[src/rtl/rpt_pkg.sv]
package rpt_pkg;

  typedef enum logic [1:0] {
    S_IDLE  = 2'd0,
    S_RD    = 2'd1,
    S_RWAIT = 2'd2,
    S_WR    = 2'd3
  } seq_st_e;

  typedef struct packed {
    logic ok;       // code is a legal repeat-mode code
    logic src_rpt;  // 1: source wraps, 0: destination wraps
    logic src_fix;  // source address held
    logic dst_fix;  // destination address held
  } mode_t;

  function automatic mode_t decode_mode(input logic [3:0] code);
    mode_t d;
    d = '0;
    if (code[1:0] == 2'b11) begin
      d.ok      = 1'b1;
      d.src_rpt = 1'b1;
      d.dst_fix = code[3];
    end else if (code[1:0] == 2'b01) begin
      d.ok      = 1'b1;
      d.src_fix = code[2];
    end
    return d;
  endfunction

endpackage

[src/rtl/rpt_desc.sv]
module rpt_desc
  import rpt_pkg::*;
#(
  parameter int AW = 16,
  parameter int BW = 8,
  parameter int CW = 8
) (
  input  logic          clk,
  input  logic          rst_n,
  input  logic          ld,
  input  logic [BW-1:0] ld_blk,
  input  logic [CW-1:0] ld_cnt,
  input  logic [CW-1:0] ld_rld,
  input  logic [AW-1:0] ld_src,
  input  logic [AW-1:0] ld_dst,
  input  logic [3:0]    ld_mode,
  input  logic          ld_ien,
  input  logic          step,
  input  logic          act_end,
  output logic [AW-1:0] src_addr,
  output logic [AW-1:0] dst_addr,
  output logic [BW-1:0] blk,
  output logic          wrap,
  output logic          ien,
  output logic          valid,
  output logic          err
);
  logic [BW-1:0] blk_q;
  logic [CW-1:0] cnt_q, rld_q;
  logic [AW-1:0] src_q, dst_q, init_q;
  mode_t         md_q, md_n;
  logic          ien_q, valid_q, err_q;
  logic [AW-1:0] rpt_start;
  logic          bad;

  always_comb begin
    md_n      = decode_mode(ld_mode);
    rpt_start = md_n.src_rpt ? ld_src : ld_dst;
    bad = !md_n.ok || (ld_blk == '0) || (ld_cnt == '0) ||
          (ld_rld == '0) || (rpt_start[7:0] != 8'h00);
  end

  always_ff @(posedge clk or negedge rst_n) begin
    if (!rst_n) begin
      blk_q   <= '0;
      cnt_q   <= '0;
      rld_q   <= '0;
      src_q   <= '0;
      dst_q   <= '0;
      init_q  <= '0;
      md_q    <= '0;
      ien_q   <= 1'b0;
      valid_q <= 1'b0;
      err_q   <= 1'b0;
    end else if (ld) begin
      blk_q   <= ld_blk;
      cnt_q   <= ld_cnt;
      rld_q   <= ld_rld;
      src_q   <= ld_src;
      dst_q   <= ld_dst;
      init_q  <= rpt_start;
      md_q    <= md_n;
      ien_q   <= ld_ien;
      valid_q <= !bad;
      err_q   <= bad;
    end else begin
      if (step) begin
        src_q <= src_q + AW'(!md_q.src_fix);
        dst_q <= dst_q + AW'(!md_q.dst_fix);
      end
      if (act_end) begin
        if (cnt_q == CW'(1)) begin
          cnt_q <= rld_q;
          if (md_q.src_rpt) src_q <= init_q;
          else              dst_q <= init_q;
        end else begin
          cnt_q <= cnt_q - CW'(1);
        end
      end
    end
  end

  assign src_addr = src_q;
  assign dst_addr = dst_q;
  assign blk      = blk_q;
  assign wrap     = (cnt_q == CW'(1));
  assign ien      = ien_q;
  assign valid    = valid_q;
  assign err      = err_q;

endmodule

[src/rtl/rpt_seq.sv]
module rpt_seq
  import rpt_pkg::*;
#(
  parameter int BW = 8
) (
  input  logic          clk,
  input  logic          rst_n,
  input  logic          trig,
  input  logic          clr,
  input  logic          desc_ok,
  input  logic [BW-1:0] blk,
  input  logic          wrap,
  input  logic          ien,
  input  logic          req_ready,
  input  logic          rvalid,
  input  logic [7:0]    rdata,
  output logic          req_valid,
  output logic          req_we,
  output logic [7:0]    wdata,
  output logic          step,
  output logic          act_end,
  output logic          busy,
  output logic          irq
);
  seq_st_e       st;
  logic [BW-1:0] nbytes;
  logic          pend, irq_q, start, last;
  logic [7:0]    data_q;

  assign busy      = (st != S_IDLE);
  assign start     = (st == S_IDLE) && desc_ok && (trig || pend);
  assign last      = (nbytes == blk - BW'(1));
  assign req_valid = (st == S_RD) || (st == S_WR);
  assign req_we    = (st == S_WR);
  assign step      = (st == S_WR) && req_ready;
  assign act_end   = step && last;
  assign wdata     = data_q;
  assign irq       = irq_q;

  always_ff @(posedge clk or negedge rst_n) begin
    if (!rst_n) begin
      st     <= S_IDLE;
      nbytes <= '0;
      pend   <= 1'b0;
      irq_q  <= 1'b0;
      data_q <= '0;
    end else begin
      irq_q <= act_end && wrap && ien;
      if (clr)               pend <= 1'b0;
      else if (busy && trig) pend <= 1'b1;
      else if (start)        pend <= 1'b0;
      case (st)
        S_IDLE:  if (start) begin
                   st     <= S_RD;
                   nbytes <= '0;
                 end
        S_RD:    if (req_ready) st <= S_RWAIT;
        S_RWAIT: if (rvalid) begin
                   data_q <= rdata;
                   st     <= S_WR;
                 end
        S_WR:    if (req_ready) begin
                   if (last) st <= S_IDLE;
                   else begin
                     st     <= S_RD;
                     nbytes <= nbytes + BW'(1);
                   end
                 end
        default: st <= S_IDLE;
      endcase
    end
  end

endmodule

[src/rtl/rpt_xfer_engine.sv]
module rpt_xfer_engine
  import rpt_pkg::*;
#(
  parameter int AW = 16,
  parameter int BW = 8,
  parameter int CW = 8
) (
  input  logic          clk,
  input  logic          rst_n,
  input  logic          cfg_load,
  input  logic [BW-1:0] cfg_blk,
  input  logic [CW-1:0] cfg_count,
  input  logic [CW-1:0] cfg_reload,
  input  logic [AW-1:0] cfg_src,
  input  logic [AW-1:0] cfg_dst,
  input  logic [3:0]    cfg_mode,
  input  logic          cfg_irq_en,
  input  logic          trig,
  output logic          mem_req_valid,
  input  logic          mem_req_ready,
  output logic          mem_req_we,
  output logic [AW-1:0] mem_req_addr,
  output logic [7:0]    mem_req_wdata,
  input  logic          mem_rvalid,
  input  logic [7:0]    mem_rdata,
  output logic          busy,
  output logic          irq,
  output logic          cfg_err
);
  logic          ld_ok, step, act_end, wrap, ien, desc_ok;
  logic [AW-1:0] src_addr, dst_addr;
  logic [BW-1:0] blk;

  // loads are only taken between activations
  assign ld_ok = cfg_load && !busy;

  rpt_desc #(.AW(AW), .BW(BW), .CW(CW)) u_desc (
    .clk      (clk),
    .rst_n    (rst_n),
    .ld       (ld_ok),
    .ld_blk   (cfg_blk),
    .ld_cnt   (cfg_count),
    .ld_rld   (cfg_reload),
    .ld_src   (cfg_src),
    .ld_dst   (cfg_dst),
    .ld_mode  (cfg_mode),
    .ld_ien   (cfg_irq_en),
    .step     (step),
    .act_end  (act_end),
    .src_addr (src_addr),
    .dst_addr (dst_addr),
    .blk      (blk),
    .wrap     (wrap),
    .ien      (ien),
    .valid    (desc_ok),
    .err      (cfg_err)
  );

  rpt_seq #(.BW(BW)) u_seq (
    .clk       (clk),
    .rst_n     (rst_n),
    .trig      (trig),
    .clr       (ld_ok),
    .desc_ok   (desc_ok),
    .blk       (blk),
    .wrap      (wrap),
    .ien       (ien),
    .req_ready (mem_req_ready),
    .rvalid    (mem_rvalid),
    .rdata     (mem_rdata),
    .req_valid (mem_req_valid),
    .req_we    (mem_req_we),
    .wdata     (mem_req_wdata),
    .step      (step),
    .act_end   (act_end),
    .busy      (busy),
    .irq       (irq)
  );

  assign mem_req_addr = mem_req_we ? dst_addr : src_addr;

endmodule

[config.mk]
export PLATFORM = sky130hd
export DESIGN_NAME = rpt_xfer_engine
export DESIGN_NICKNAME = d
export VERILOG_FILES = /design/src/rtl/rpt_pkg.sv /design/src/rtl/rpt_desc.sv /design/src/rtl/rpt_seq.sv /design/src/rtl/rpt_xfer_engine.sv
export SDC_FILE = /design/constraint.sdc
export NUM_CORES = 1
export LEC_CHECK = 0
export ABC_AREA = 1
export BUFFER_PORTS_ARGS = -buffer_cell sky130_fd_sc_hd__buf_2
export CAP_MARGIN = 20
export CORE_MARGIN = 2
export CORE_UTILIZATION = 32
export DETAILED_ROUTE_END_ITERATION = 10
export GPL_ROUTABILITY_DRIVEN = 0
export GPL_TIMING_DRIVEN = 0
export PLACE_DENSITY = 0.48
export SLEW_MARGIN = 40
export SYNTH_ARGS = -nofsm -noshare
export SYNTH_HDL_FRONTEND = slang
export SYNTH_SLANG_ARGS = --single-unit
[constraint.sdc]
create_clock -name clk -period 1.9 [get_ports clk]
set_clock_uncertainty 0.15 [all_clocks]
set_input_delay 0.285 -clock clk [delete_from_list [all_inputs] [get_ports clk]]
set_output_delay 0.285 -clock clk [all_outputs]
set_load 0.005 [all_outputs]
# Word-level counts from Yosys, hierarchy flattened
# Index checks and enable logic that the tools add are counted.
[word_totals] regBits=98 input_bits=75 out_inout_bits=29 elab_cells=99
[op_classes] n_addsub=5 n_eq_ne=12 muxes=34 reduce_logical=31
[op_table] cell="$mux 16" n=12
[op_table] cell="$mux 8" n=6
[op_table] cell="$add 16x1->16" n=2
[op_table] cell="$logic_not 8->1" n=3
[op_table] cell="$pmux 8 s2" n=1
[op_table] cell="$sub 8x1->8 const B" n=2
[op_table] cell="$mux 1" n=10
[op_table] cell="$add 8x1->8 const B" n=1
[op_table] cell="$eq 8x1->1 const B" n=1
[op_table] cell="$eq 8x8->1" n=1
[op_table] cell="$logic_and 1x1->1" n=8
[op_table] cell="$mux 2" n=4
[op_table] cell="$ne 2x2->1 const B" n=4
[op_table] cell="$pmux 2 s4" n=1
[op_table] cell="$reduce_and 4->1" n=2
[op_table] cell="$reduce_bool 8->1" n=1
[op_table] cell="$eq 2x2->1 const B" n=3
[op_table] cell="$logic_or 1x1->1" n=6
[op_table] cell="$reduce_bool 2->1" n=3
[op_table] cell="$logic_not 1->1" n=5
[op_table] cell="$eq 2x1->1 const B" n=2
[op_table] cell="$reduce_bool 3->1" n=1
[op_table] cell="$logic_not 2->1" n=1
[op_table] cell="$ne 2x1->1 const B" n=1
[op_table] cell="$reduce_and 2->1" n=1

# Depth between registers and ports, before layout
# Gate-level depths: netlist of the first run.
[logic_depth] depth_word=9 mapped_depth=17 depth_no_buf=17

# Modules after synthesis
# Synthesis of the first run repeated with hierarchy kept, for this count alone.
[unflattened] cells_unflattened=916 hier_area_um2=6316.1
[modules_own_cells] module="rpt_desc" instances=1 cells_each=677 area_each_um2=4654.5 seq_area_each_um2=1951.9
[modules_own_cells] module="rpt_seq" instances=1 cells_each=185 area_each_um2=1410.1 seq_area_each_um2=500.5
[modules_own_cells] module="rpt_xfer_engine" instances=1 cells_each=54 area_each_um2=251.5 seq_area_each_um2=0.0

# Worst setup path before layout of the first run
# No wires, ideal clock.
[synth_timing] kind="register to register" from="reg u_desc.blk_q[0] (netlist: u_desc.blk[0])" to="reg u_desc.dst_q[6] (netlist: u_desc.dst_addr[6])" setup_time_ns=0.122 arrival_ns=1.811 required_ns=1.628 slack_ns=-0.183 stages_incl_launch_ff=11 path_buffers=1 period_less_slack_ns=2.083 cell_sequence="dfrtp_1 inv_2 ha_1 xor2_1 nand3_1 nand3b_1 nor2_2 nand4_2 buf_2 nor3_1 nor2_1"
[synth_between] elab_chain_cells=5
[synth_rtl] item="start, declared" line_no="rpt_desc.sv:28" text="logic [BW-1:0] blk_q;"
[synth_rtl] item="start signal, assigned" line_no="rpt_desc.sv:56" text="blk_q <= ld_blk;"
[synth_rtl] item="$sub 8x1->8" line_no="rpt_seq.sv:32" text="assign last = (nbytes == blk - BW'(1));"
[synth_rtl] item="$eq 8x8->1" line_no="rpt_seq.sv:32"
[synth_rtl] item="$logic_and 1x1->1" line_no="rpt_seq.sv:36" text="assign act_end = step && last;"
[synth_rtl] item="$mux 16" line_no="rpt_desc.sv:71" text="if (act_end) begin"
[synth_rtl] item="$mux 16" line_no="rpt_desc.sv:55" text="end else if (ld) begin"
[synth_rtl] item="end signal, assigned" line_no="rpt_desc.sv:60" text="dst_q <= ld_dst;"
[synth_rtl] item="end signal, assigned" line_no="rpt_desc.sv:69" text="dst_q <= dst_q + AW'(!md_q.dst_fix);"
[synth_rtl] item="end signal, assigned" line_no="rpt_desc.sv:75" text="else dst_q <= init_q;"
[synth_rtl] item="end, declared" line_no="rpt_desc.sv:30" text="logic [AW-1:0] src_q, dst_q, init_q;"
# No other way between the ends.
# A chain may end at the register's enable or synchronous reset.

# Final worst setup path of the first run
[layout_timing] from="reg u_desc.blk_q[2] (netlist: u_desc.blk[2])" to="reg u_desc.src_q[6] (netlist: u_desc.src_addr[6])"
[layout_between] elab_chain_cells=5
[layout_rtl] item="$sub 8x1->8" line_no="rpt_seq.sv:32"
[layout_rtl] item="$eq 8x8->1" line_no="rpt_seq.sv:32"
[layout_rtl] item="$logic_and 1x1->1" line_no="rpt_seq.sv:36"
[layout_rtl] item="$mux 16" line_no="rpt_desc.sv:71"
[layout_rtl] item="$mux 16" line_no="rpt_desc.sv:55"
[layout_rtl] item="end signal, assigned" line_no="rpt_desc.sv:59" text="src_q <= ld_src;"
[layout_rtl] item="end signal, assigned" line_no="rpt_desc.sv:68" text="src_q <= src_q + AW'(!md_q.src_fix);"
[layout_rtl] item="end signal, assigned" line_no="rpt_desc.sv:74" text="if (md_q.src_rpt) src_q <= init_q;"
[layout_rtl] item="end, declared" line_no="rpt_desc.sv:30"
# No other way between the ends.

==> results of run 1 <==
-- sequential cells by signal, summed over array words and instances, names as in the netlist --
name,flops
u_desc.dst_addr,16
u_desc.cnt_q,8
u_desc.err,1
u_desc.valid,1
u_desc.ien,1
u_desc.md_q,3
u_seq.irq,1
u_seq.pend,1
u_seq.nbytes,8
u_desc.blk,8
u_seq.st,2
u_desc.src_addr,16
u_seq.wdata,8
u_desc.init_q,16
u_desc.rld_q,8
-- metal layers --
layer  GRT usage [%]  part of all wire (%)  vias up
li1                -                     -     3341
met3            3.16                   4.2       21
met2            33.7                    45      164
met5               0                     0        -
met4            5.63                   1.8        0
met1            31.0                    49     3077
-- layout by cell type, fill, tap and decap left out, drive strengths merged, types with 13 or more instances in the layout --
cell type,synthesis,routed
a21oi,15,15
buf,17,176
clkbuf,19,20
dfrtp,98,98
dlygate4sd3,0,13
ha,13,13
inv,86,87
nand2,392,393
nand3,39,39
nand4,22,22
nor2,69,69
o21ai,74,74
xor2,23,23
-- report_power, final --
group	switching, mW	internal, mW	leakage [nW]
clock	0.847	1.01	0.138
sequential	0.860	3.02	1.20
combinational	4.71	3.51	3.24
-- worst max-delay path by stage --
stage | slack, ps | end | start
after floorplan | -100 | u_seq.nbytes[2]$_DFFE_PN0P_ | u_desc.blk[0]$_DFFE_PN0P_
after global placement | -1100 | u_desc.src_addr[3]$_DFF_PN0_ | u_seq.st[0]$_DFFE_PN0P_
after detailed placement | -1100 | u_desc.src_addr[3]$_DFF_PN0_ | u_seq.st[0]$_DFFE_PN0P_
after CTS | -260 | u_desc.src_addr[10]$_DFF_PN0_ | u_desc.blk[1]$_DFFE_PN0P_
after global routing | -470 | u_seq.nbytes[3]$_DFFE_PN0P_ | u_desc.blk[2]$_DFFE_PN0P_
final | -330 | u_desc.src_addr[6]$_DFF_PN0_ | u_desc.blk[2]$_DFFE_PN0P_
-- cells by family after synthesis --
group,share of synthesized area [%]
buffers and inverters,7.75
adders and majority gates,2.51
AOI/OAI and AO/OA,9.80
muxes,2.63
and+or+nand+nor,35.2
xor gates and xnor gates,4.20
DFF,37.9
-- worst max-delay path: cells and delay by family, from the launching register on --
kind	cells	cell delay (ps)
AND/OR/NAND/NOR	12	1200
buffers and inverters	3	380
flip-flops	1	430
-- stage by stage --
step	setup TNS, ps	std cells
after floorplan	-2540	936
after global placement	-147430	1309
after detailed placement	-67900	1310
after CTS	-14370	1368
after global routing	-24330	1385
final	-16900	1385
-- timing repair --
item                                    in CTS  in global routing
endpoints found under the hold margin       59                  0
cloned                                       3                  2
endpoints found under the setup margin     107                 99
hold buffers                                13                  0
setup buffers                               28                 17
gates resized for setup                    149                114
pin swaps                                   29                 46
-- final cells by class --
cell class,instances,area (um2)
clock inverters,5,56.3
flip-flops and latches,98,2460
repair buffers,166,1130
inverters,89,364
well taps,270,338
fillers,2121,10900
multi-input cells,714,4170
plain buffers,33,350
clock buffers,10,229
==> results.yml, run 1 <==
sta:
  slew_violations: 0
  fin_ws_ps: -332
  fin_crit_sh_pct: 117
  finalSetupViolations: 69
  hold_violations: 0
  maxSlewHeadroom_pct: 59.7
  period_minus_slack_ps: 2230
  worst_pin_slew_ps: 605
  rsz0062_at_grt: "true"
  fmax_mhz: 448
  fin_worst_hold_slack_ps: 1.46
synth:
  synth_top_area_share_pct: 37.9
  yosysSeqAreaShare_pct: 37.9
  async_reset_ff_share_pct: 100
  yosys_warnings: 0
  avgSynthCellArea_um2: 6.91
  synth_common_cells: "388 x nand2_1, 98 x dfrtp_1, 82 x inv_1"
  yosys-top-cells-area: "dfrtp_1 38%, nand2_1 23%, o21ai_0 5.3%"
  synth_cell_types: 48
  synthMostInstantiatedCell: "nand2_1"
  synth_edf_count: 0
  ys_ff_latch: 98
  synthCells: 936
  synth.largest_area_cell: "dfrtp_1"
  netlist_area_um2: 6470
  synth_nets: 1024
  synthFlopType: "dfrtp_1"
routing:
  drt-vias-per-instance: 4.77
  drt-pass1-iter-count: 4
  vias: 6603
  final_antenna_net_count: 0
  drc: 0
  drtIter0Drc: 376
  wl_um: 22800
  wl_per_cell_um: 16.5
clocking:
  h-tree-depth: 3
  cts.sinks: 98
  worst_setup_hold_path_clk_slew_ps: 70
  root_buffer: "clkbuf_16"
  cts_buffer_depth: 2
  cts_buffers: 9
  clock_latency_ps: 360
  cts_tree: "done"
worst_setup_path:
  worstPathArrival_ps: 2380
  r2r-start: "u_desc.blk[2]$_DFFE_PN0P_"
  crit_path_top_delay_cell: "dfrtp_2"
  cpMostUsedCell: "nand2_1"
  r2r_setup_slack_ps: -330
  worst-setup-path-type: "register to register"
  path_cells: "buf_4 > inv_2 > nand3_4 > nor2_1 > nand2_1 > nand3_1 > nand2_2 > nor2_4 > nand3_4 > nor2_4 > buf_6 > nand2_2 > nand2_1 > nand2_1 > nand2_1"
  required_ps: 2050
  r2r-end: "u_desc.src_addr[6]$_DFF_PN0_"
  crit_fanout: 5
  r2r.worst_path.cells: 15
  worstSetupEndpointType: "register"
  critPathLaunchType: "register"
  cpPeakStageDelay_ps: 430
pwr:
  power_mw: 14.0
  static-leakage-power_nw: 4.57
  powerDensity_nw_per_um2: 1530
  ir_drop_mv: 0.567
global_routing:
  grt-ovfl-total: 0
  antenna_found_initial: 0
  grt_max_degree: 52
  track_usage_pct: 21.5
  grt_pass1_vias: 6302
  grt_pass1_wl_um: 35300
floorplan:
  num_rows: 52
  dieArea_um2: 21400
  die_x_um: 146
  io_pins: 104
  core_area_um2: 20000
  die_y_um: 146
  initial_core_util_pct: 32.3
min_path:
  hold_class: "input pin to register"
  min_from: "cfg_reload[2]"
  holdPathStages: 3
  whs_endpoint: "u_desc.rld_q[2]$_DFFE_PN0P_"
run:
  timing.max_cap.violations: 0
layout:
  drive_above_1_share_pct: 32.4
  finalNetCount: 1199
  diodes: 0
  fin_area_um2: 9100
  syn2layout_area_growth_pct: 40.7
  postLayoutCoreUtil_pct: 45.4
placement:
  io_buffers: 103
  dpl_cell_area_um2: 7520
  place_ws_ps: -1100
  dpl.hpwl_um: 16700
run_status:
  violations: "negative setup slack"
  status: "finished with violations"
Power figures use the tool's default switching activity.
==> run 2: changes to the inputs <==
--- a/config.mk
+++ b/config.mk
@@ -8,12 +8,13 @@
 export ABC_AREA = 1
 export BUFFER_PORTS_ARGS = -buffer_cell sky130_fd_sc_hd__buf_2
 export CAP_MARGIN = 20
+export CORE_ASPECT_RATIO = 0.6
 export CORE_MARGIN = 2
 export CORE_UTILIZATION = 32
 export DETAILED_ROUTE_END_ITERATION = 10
 export GPL_ROUTABILITY_DRIVEN = 0
 export GPL_TIMING_DRIVEN = 0
-export PLACE_DENSITY = 0.48
+export PLACE_DENSITY = 0.46
 export SLEW_MARGIN = 40
 export SYNTH_ARGS = -nofsm -noshare
 export SYNTH_HDL_FRONTEND = slang
==> constraint.sdc (replaced) <==
create_clock -name clk -period 2.3 [get_ports clk]
set_clock_uncertainty 0.15 [all_clocks]
set_input_delay 0.345 -clock clk [delete_from_list [all_inputs] [get_ports clk]]
set_output_delay 0.345 -clock clk [all_outputs]
set_load 0.005 [all_outputs]
==> run 2 against run 1 <==
  * The flow now finishes without violations
  * Utilization down 2.9 points
  * First-iteration DRC count up 48%
  * Sequential share of layout area is 2.0 points higher
  * Fmax down 1.1%
  * Non-clock buffer count is 29 lower
  * Worst hold slack improved by 23 ps
  * Die area up 0.18%
  * Critical path type unchanged
  * Largest cell class unchanged
  * Largest power group unchanged
==> results.yml, run 2 (same netlist as run 1, synthesis figures left out) <==
worst_setup_path:
  cpPeakStageDelay_ps: 420
  cpMostUsedCell: "nand2_2"
  r2r-start: "u_desc.blk[1]$_DFFE_PN0P_"
  critPathLaunchType: "register"
  path_cells: "inv_2 > ha_4 > inv_1 > nand2_2 > nand2_1 > nand2_2 > nand3_1 > nand3b_1 > nor2_4 > nand4_4 > buf_8 > nor3_4 > nor2_1"
  critPathBufInv: 3
  worstPathArrival_ps: 2360
  r2r.worst_path.cells: 13
  required_ps: 2410
  crit_family: "simple AND/OR/NAND/NOR gates"
  worst-setup-path-type: "register to register"
  crit_path_top_delay_cell: "dfrtp_1"
  crit_fanout: 6
  r2r_setup_slack_ps: 40
  worstSetupEndpointType: "register"
  r2r-end: "u_desc.dst_addr[6]$_DFF_PN0_"
sta:
  period_minus_slack_ps: 2260
  fin_worst_hold_slack_ps: 24.5
  hold_violations: 0
  fin_setup_tns_ps: 0
  slew_violations: 0
  rsz0062_at_grt: "true"
  worst_pin_slew_ps: 687
  maxSlewHeadroom_pct: 54.2
  fin_crit_sh_pct: 98.1
  finalSetupViolations: 0
  fmax_mhz: 443
routing:
  drc: 0
  drt-pass1-iter-count: 7
  drtIter0Drc: 558
  wl_um: 24100
  drt-vias-per-instance: 4.86
  wl_met1_um: 13000
  met2_length_um: 8990
  final_antenna_net_count: 0
  vias: 6600
  wl_met3_um: 1970
  wl_per_cell_um: 17.7
  top_layer_used: "met4"
global_routing:
  track_usage_pct: 22.6
  antenna_found_initial: 0
  grt_pass1_vias: 5983
  grt_pass1_wl_um: 36000
  grt_max_degree: 53
  grt-ovfl-total: 0
clocking:
  cts_tree: "done"
  root_buffer: "clkbuf_16"
  cts_buffers: 9
  h-tree-depth: 3
  cts_buffer_depth: 2
  clock_latency_ps: 370
  worst_setup_hold_path_clk_slew_ps: 70
  cts.sinks: 98
floorplan:
  die_y_um: 114
  initial_core_util_pct: 32.5
  dieArea_um2: 21400
  core_area_um2: 19900
  die_x_um: 188
  num_rows: 40
  io_pins: 104
placement:
  place_inst: 1313
  io_buffers: 103
  dpl.hpwl_um: 18000
layout:
  n_fill_cell: 2156
  syn2layout_area_growth_pct: 30.9
  stdcell_count: 1359
  finalNetCount: 1170
  diodes: 0
  mostFrequentLayoutCells: "361 x nand2_1, 106 x buf_2, 97 x dfrtp_1"
  mostFrequentLayoutCell: "nand2_1"
  drive_above_1_share_pct: 25.1
min_path:
  min_from: "cfg_irq_en"
  whs_endpoint: "u_desc.ien$_DFFE_PN0P_"
  holdPathStages: 3
  hold_class: "input pin to register"
pwr:
  powerDensity_nw_per_um2: 1270
  static-leakage-power_nw: 4.33
  power_mw: 10.8
  ir_drop_mv: 0.522
run:
  timing.max_cap.violations: 0
run_status:
  status: "completed"
==> run 2: cell count changes in the layout (fill, tap and decap cells not counted), moves of 11 or more <==
cell           before  now
nand2_1           326  361
o21ai_2            16    5
nand2_2            50   24
buf_4              40   27
buf_6              22    7
dlygate4sd3_1      13    1
==> run 2: layer usage <==
layer | up-vias | track usage, %
li1 | 3285 | -
met1 | 3063 | 36.1
met2 | 241 | 29.8
met3 | 11 | 5.88
met4 | 0 | 4.15
met5 | - | 0
==> run 2: metrics by stage <==
| stage | util, % | cell area (um2) | setup WS, ps |
|---|---|---|---|
| floorplan | - | 6470 | 217 |
| global placement | 36.8 | 7330 | -887 |
| detailed placement | 37.0 | 7360 | -863 |
| CTS | 40.1 | 7980 | -68.9 |
| global route | 42.5 | 8470 | -104 |
| finish | 42.5 | 8470 | 42.6 |
==> run 2: repair_timing <==
item                                    in CTS  in global routing
hold buffers                                 1                  0
gates cloned                                 1                  2
pin swaps                                    8                 23
hold endpoints to repair                    51                  0
setup buffers                               10                 18
gates resized for setup                     70                 89
endpoints found under the setup margin     103                 68
==> run 2: worst max-delay path by stage <==
stage / to / slack (ps) / cells after the start / start
final: u_desc.dst_addr[6]$_DFF_PN0_ / 40 / 13 / u_desc.blk[1]$_DFFE_PN0P_
after global routing: u_desc.dst_addr[12]$_DFF_PN0_ / -100 / 11 / u_desc.blk[1]$_DFFE_PN0P_
after CTS: mem_req_addr[2] / -70 / 5 / u_seq.st[0]$_DFFE_PN0P_
after detailed placement: u_desc.src_addr[3]$_DFF_PN0_ / -860 / 8 / u_seq.st[0]$_DFFE_PN0P_
after global placement: u_desc.src_addr[3]$_DFF_PN0_ / -890 / 8 / u_seq.st[0]$_DFFE_PN0P_
after floorplan: u_desc.dst_addr[6]$_DFF_PN0_ / 220 / 10 / u_desc.blk[0]$_DFFE_PN0P_
==> run 2: layout make-up <==
cell class,count,area [um2],area share (%)
Sequential cell,98,2450,29.0
Tap cell,273,342,4.03
Buffer,35,268,3.16
Inverter,89,342,4.03
Multi-Input combinational cell,714,3910,46.2
Clock inverter,2,60.1,0.709
Clock buffer,13,260,3.07
Timing Repair Buffer,135,830,9.80
==> run 2: tightest hold or removal path: stages <==
cell and delay, ps:
buf_2 70, nand2_1 40, nand2_1 40
==> run 2: power breakdown <==
part	internal, mW	switching [mW]	total (mW)	leakage, nW
Sequential	2.49	0.656	3.14	1.20
Combinational	2.21	3.68	5.89	2.97
Clock	1.01	0.714	1.72	0.156
Total	5.71	5.05	10.8	4.33
